File: src/rtl/irq_arb_pkg.sv
package irq_arb_pkg;
  localparam int unsigned NSRC_DEF = 11;
  localparam logic [NSRC_DEF-1:0] RSVD_DEF     = 11'b000_0100_0001;
  localparam logic [NSRC_DEF-1:0] HALT_DEF     = 11'b000_1011_1100;
  localparam logic [NSRC_DEF-1:0] AH_ROM_DEF   = 11'b000_1011_1110;
  localparam logic [NSRC_DEF-1:0] AH_FLASH_DEF = 11'b000_0000_0010;
  localparam logic [1:0]          LVL_BLOCK    = 2'd3;

  typedef enum logic [1:0] {WIN_NONE, WIN_RST, WIN_TRAP, WIN_SRC} win_e;
endpackage

File: src/rtl/irq_gate.sv
module irq_gate #(
  parameter int unsigned N = 11,
  parameter logic [N-1:0] RSVD = '0
) (
  input  logic [N-1:0] req_i,
  input  logic [1:0]   mask_lvl_i,
  output logic [N-1:0] elig_o
);
  import irq_arb_pkg::*;
  logic open_w;
  assign open_w = (mask_lvl_i != LVL_BLOCK);
  assign elig_o = req_i & ~RSVD & {N{open_w}};
endmodule

File: src/rtl/irq_prio_pick.sv
module irq_prio_pick #(
  parameter int unsigned N  = 11,
  parameter int unsigned IW = 4
) (
  input  logic [N-1:0]  in_i,
  output logic          vld_o,
  output logic [IW-1:0] idx_o
);
  // lowest index wins: scan downward so the last hit is the smallest
  always_comb begin
    vld_o = 1'b0;
    idx_o = '0;
    for (int i = N - 1; i >= 0; i--) begin
      if (in_i[i]) begin
        vld_o = 1'b1;
        idx_o = IW'(i);
      end
    end
  end
endmodule

File: src/rtl/irq_wake.sv
module irq_wake #(
  parameter int unsigned N = 11,
  parameter logic [N-1:0] HALT_SET  = '0,
  parameter logic [N-1:0] AHALT_SET = '0
) (
  input  logic         rst_req_i,
  input  logic [N-1:0] req_i,
  output logic         halt_hit_o,
  output logic         ahalt_hit_o
);
  assign halt_hit_o  = rst_req_i | (|(req_i & HALT_SET));
  assign ahalt_hit_o = rst_req_i | (|(req_i & AHALT_SET));
endmodule

File: src/rtl/irq_vec_arb.sv
module irq_vec_arb
  import irq_arb_pkg::*;
#(
  parameter int unsigned N_SRC       = NSRC_DEF,
  parameter int unsigned VEC_W       = 16,
  parameter logic [VEC_W-1:0] VEC_TOP = 16'hFFFE,
  parameter bit          FLASH_BUILD = 1'b0,
  parameter logic [N_SRC-1:0] RSVD     = RSVD_DEF,
  parameter logic [N_SRC-1:0] HALT_SET = HALT_DEF,
  parameter logic [N_SRC-1:0] AH_ROM   = AH_ROM_DEF,
  parameter logic [N_SRC-1:0] AH_FLASH = AH_FLASH_DEF,
  localparam int unsigned ID_W = $clog2(N_SRC)
) (
  input  logic             clk_i,
  input  logic             rst_ni,
  input  logic             rst_req_i,
  input  logic             trap_i,
  input  logic [N_SRC-1:0] irq_req_i,
  input  logic [1:0]       mask_lvl_i,
  output logic             take_o,
  output logic [VEC_W-1:0] vec_o,
  output logic             ack_o,
  output logic [ID_W-1:0]  ack_id_o,
  output logic             wake_halt_o,
  output logic             wake_ahalt_o
);
  localparam logic [N_SRC-1:0] AH_SET = FLASH_BUILD ? AH_FLASH : AH_ROM;
  localparam logic [VEC_W-1:0] TRAP_OFS = VEC_W'(2);
  localparam logic [VEC_W-1:0] SRC_BASE = VEC_W'(4);

  logic [N_SRC-1:0] elig_w;
  logic             src_vld_w;
  logic [ID_W-1:0]  src_idx_w;
  logic             halt_hit_w, ahalt_hit_w;
  logic             trap_pend_q, trap_any_w;
  win_e             win_w;
  logic [VEC_W-1:0] vec_d, src_ofs_w;

  irq_gate #(.N(N_SRC), .RSVD(RSVD)) u_gate (
    .req_i(irq_req_i), .mask_lvl_i(mask_lvl_i), .elig_o(elig_w)
  );

  irq_prio_pick #(.N(N_SRC), .IW(ID_W)) u_pick (
    .in_i(elig_w), .vld_o(src_vld_w), .idx_o(src_idx_w)
  );

  irq_wake #(.N(N_SRC), .HALT_SET(HALT_SET & ~RSVD), .AHALT_SET(AH_SET & ~RSVD)) u_wake (
    .rst_req_i(rst_req_i), .req_i(irq_req_i),
    .halt_hit_o(halt_hit_w), .ahalt_hit_o(ahalt_hit_w)
  );

  assign trap_any_w = trap_pend_q | trap_i;
  assign src_ofs_w  = {{(VEC_W-ID_W-1){1'b0}}, src_idx_w, 1'b0} + SRC_BASE;

  // one quiet cycle after each take lets the served source drop its line
  always_comb begin
    if (take_o)          win_w = WIN_NONE;
    else if (rst_req_i)  win_w = WIN_RST;
    else if (trap_any_w) win_w = WIN_TRAP;
    else if (src_vld_w)  win_w = WIN_SRC;
    else                 win_w = WIN_NONE;
  end

  always_comb begin
    unique case (win_w)
      WIN_RST:  vec_d = VEC_TOP;
      WIN_TRAP: vec_d = VEC_TOP - TRAP_OFS;
      WIN_SRC:  vec_d = VEC_TOP - src_ofs_w;
      default:  vec_d = '0;
    endcase
  end

  always_ff @(posedge clk_i or negedge rst_ni) begin
    if (!rst_ni) begin
      take_o       <= 1'b0;
      vec_o        <= '0;
      ack_o        <= 1'b0;
      ack_id_o     <= '0;
      trap_pend_q  <= 1'b0;
      wake_halt_o  <= 1'b0;
      wake_ahalt_o <= 1'b0;
    end else begin
      take_o       <= (win_w != WIN_NONE);
      vec_o        <= vec_d;
      ack_o        <= (win_w == WIN_SRC);
      ack_id_o     <= (win_w == WIN_SRC) ? src_idx_w : '0;
      trap_pend_q  <= trap_any_w && (win_w != WIN_TRAP);
      wake_halt_o  <= halt_hit_w;
      wake_ahalt_o <= ahalt_hit_w;
    end
  end

  AST_TAKE_GAP: assert property (@(posedge clk_i) disable iff (!rst_ni)
    take_o |=> !take_o);
  AST_ACK_IN_TAKE: assert property (@(posedge clk_i) disable iff (!rst_ni)
    ack_o |-> take_o);
  AST_NO_RSVD_ACK: assert property (@(posedge clk_i) disable iff (!rst_ni)
    ack_o |-> !RSVD[ack_id_o]);
  AST_MASK_BLOCKS: assert property (@(posedge clk_i) disable iff (!rst_ni)
    ack_o |-> $past(mask_lvl_i) != LVL_BLOCK);
  AST_RST_FIRST: assert property (@(posedge clk_i) disable iff (!rst_ni)
    (rst_req_i && !take_o) |=> (take_o && vec_o == VEC_TOP && !ack_o));
  AST_TRAP_HELD: assert property (@(posedge clk_i) disable iff (!rst_ni)
    (trap_i && take_o) |=> trap_pend_q);
endmodule

File: config.mk
export PLATFORM = sky130hd
export DESIGN_NAME = irq_vec_arb
export DESIGN_NICKNAME = d
export VERILOG_FILES = /design/src/rtl/irq_arb_pkg.sv /design/src/rtl/irq_gate.sv /design/src/rtl/irq_prio_pick.sv /design/src/rtl/irq_wake.sv /design/src/rtl/irq_vec_arb.sv
export SDC_FILE = /design/constraint.sdc
export NUM_CORES = 1
export LEC_CHECK = 0
export ABC_CLOCK_PERIOD_IN_PS = 1600
export CORE_UTILIZATION = 40
export DETAILED_ROUTE_END_ITERATION = 10
export PLACE_DENSITY = 0.79
export SLEW_MARGIN = 10
export SYNTH_ARGS = -nofsm -noshare
export SYNTH_HDL_FRONTEND = slang
export SYNTH_HIERARCHICAL = 1
export SYNTH_SLANG_ARGS = --single-unit
File: constraint.sdc
create_clock -name clk_i -period 1.6 [get_ports clk_i]
set_input_delay 0.16 -clock clk_i [delete_from_list [all_inputs] [get_ports clk_i]]
set_output_delay 0.16 -clock clk_i [all_outputs]
set_load 0.01 [all_outputs]
==> flow_metrics.env <==
export IMPL_postSynthAreaPerCell_um2=10.0
export IMPL_drt_antenna_violating_nets=0
export IMPL_post_route_min_period_ns=1.59
export IMPL_hold_viol_final=0
export IMPL_worst_slew_pin_slew_ns=0.574
export IMPL_holdWs_ns=0.144
export IMPL_cts_tree="built"
export IMPL_vias=796
export IMPL_clock_path_buffers=2
export IMPL_grt_max_degree=15
export IMPL_fmaxAchievable_mhz=628
export IMPL_finalSetupTns_ns=0
export IMPL_maxCapViolCount=0
export IMPL_setup_viol=0
export IMPL_htree_levels=1
export IMPL_grt_pass1_vias=834
export IMPL_synth_warnings=6
export IMPL_diodes=0
export IMPL_numPortBuffers=37
export IMPL_cts_num_sinks=14
export IMPL_leakagePower_nw=0.689
export IMPL_maxSlewHeadroom_pct=61.6
export IMPL_core_rowCount=16
export IMPL_worst_slack_ns=0.00734
export IMPL_antenna_found_initial=0
export IMPL_synthCells=86
export IMPL_layout_drive_gt1_share_pct=41.7
export IMPL_core_um2=2000
export IMPL_grt_use_met2_pct=40.8
export IMPL_ys_seq_area_share_pct=40.6
export IMPL_worstSetupStartpointType="primary input"
export IMPL_tritoncts_num_buffers=3
export IMPL_busiest_layer="met2"
export IMPL_grt_pass1_wl_um=3680
export IMPL_rsz0062_at_grt="yes"
export IMPL_yosys_cell_types_count=32
export IMPL_synthArstFlopShare_pct=100
export IMPL_dp_worst_setup_slack_ns=-0.785
export IMPL_grtUsageTotal_pct=20.7
export IMPL_grtUsageMet1_pct=20.4
export IMPL_synth_ff_type="dfrtp_1"
export IMPL_dp_hpwl_um=1460
export IMPL_die_x_um=48.5
export IMPL_place_inst=150
export IMPL_placed_cell_area_um2=1270
export IMPL_synthDominantCellAreaShare_pct=40.6
export IMPL_critPathKind="in -> reg"
export IMPL_cp_required_ns=1.81
export IMPL_insertion_delay_ns=0.27
export IMPL_dieArea_um2=2350
export IMPL_synth_edf_count=0
export IMPL_irDropWorstVdd_uv=417
export IMPL_start_util_pct=43.1
export IMPL_viasPerCell=5.01
export IMPL_synth_largest_area_cell="dfrtp_1"
export IMPL_multi_input_area_um2=607
export IMPL_cts_root_buf="clkbuf_4"
export IMPL_ys_ff_latch=14
export IMPL_place_gp_congestion=0.818
export IMPL_finalNetCount=152
export IMPL_seqCellArea_um2=352
export IMPL_power_mw=0.795
export IMPL_hp_class="in -> reg"
export IMPL_routed_wl_um=2290
export IMPL_grtUsageMet3_pct=4.40
export IMPL_post_route_util_pct=77.0
export IMPL_nFillCells=135
export IMPL_die_h_um=48.5
export IMPL_arrival_ns=1.80
export IMPL_io_pins=41
export IMPL_fin_skew_ns=0.00781
export IMPL_area_growth_syn_to_layout_pct=78.6
export IMPL_power_density_nw_per_um2=516
export IMPL_synth_top_cells_by_area="dfrtp_1, buf_4, a21boi_0"
export IMPL_fin_crit_sh_pct=99.5
export IMPL_end_kind="flop"
export IMPL_crit_fanout=9
export IMPL_avgRoutedWirePerCell_um=14.4
export IMPL_netlist_area_um2=863
export IMPL_design_area_um2=1540
export IMPL_grt_overflow_total=0
export IMPL_firstDrtPassIters=4
export IMPL_final_cell_count_no_fill=159
export IMPL_drv_slew=0
export IMPL_drc_errors=0
export IMPL_outcome="complete, no violations"
export IMPL_path_clk_slew_ns=0.08
export IMPL_drt_initial_drc_count=9
cells in the mapped netlist, types with 2 or more instances:
master     n
or2b_1     2
nand2_1    3
nor3_1     2
a21boi_0   9
nor4b_2    4
nor4_1     2
a21oi_1    4
buf_4     13
dfrtp_1   14
inv_1      4
o22ai_1    2
nor2_1     6
conb_1     2
registers in the layout, summed over array words and instances (netlist names):
signal / cells
vec_o: 5
ack_id_o: 4
ack_o: 1
take_o: 1
trap_pend_q: 1
wake_ahalt_o: 1
wake_halt_o: 1
final timing paths:
path	cells after the start	endpoint	slack, ns	startpoint
min in group asynchronous	1	vec_o[5]	0.25	rst_ni
min	2	wake_ahalt_o	0.14	irq_req_i[1]
min reg2reg	1	trap_pend_q	0.58	trap_pend_q
max reg2reg	2	ack_id_o[2]	0.33	trap_pend_q
max	8	vec_o[3]	0.007	mask_lvl_i[0]
max in group asynchronous	1	take_o	0.95	rst_ni
kinds of logic (layout without fill, tap and decap cells):
kind of cell,Yosys count,in the layout,synth area share [%]
simple gates,29,29,24.8
other cells,2,3,0.870
xor+xnor,1,1,1.01
compound gates,20,20,17.2
buf+inv,19,64,14.1
flops,14,14,40.6
fa+ha+maj,1,1,1.45
layout by cell type, fill, tap and decap left out, types with 2 or more instances in the layout:
cell type	instances
nor4_4	2
dlygate4sd2_1	8
conb_1	3
clkdlybuf4s50_1	26
inv_1	4
nand2_1	3
nor4b_4	2
clkbuf_4	3
a21boi_4	8
nor2_1	5
dfrtp_1	13
or2b_1	2
a21oi_1	3
buf_4	21
nor3_2	2
nor4b_2	2
critical path, stage by stage:
cell	delay, ns
buf_4	0.20
a21boi_4	0.19
nor3b_4	0.25
o31ai_4	0.09
a211oi_2	0.29
ha_1	0.28
or2b_1	0.24
a21oi_2	0.11
metal layers:
metal / routed length, um / vias up
li1: - / 388
met1: 856 / 372
met2: 1270 / 30
met3: 106 / 6
met4: 58 / 0
met5: 0 / -
repair_timing:
item / in CTS / in global routing
hold buffers: 0 / 0
pin swaps: 12 / 4
gates cloned: 0 / 0
endpoints found under the setup margin: 11 / 18
setup buffers: 6 / 2
gates resized for setup: 62 / 6
area by class of cell:
cell class	instances	area share, %
clock buffers	3	1.46
inverters	4	0.974
multi-input cells	54	39.4
flip-flops and latches	14	22.8
well taps	27	2.19
repair buffers	57	33.2
power by group:
group / switching (mW) / internal [mW]
combinational: 0.119 / 0.126
clock: 0.101 / 0.0871
sequential: 0.00351 / 0.358
total: 0.223 / 0.572
No activity file was read; power rests on OpenSTA's default activity.
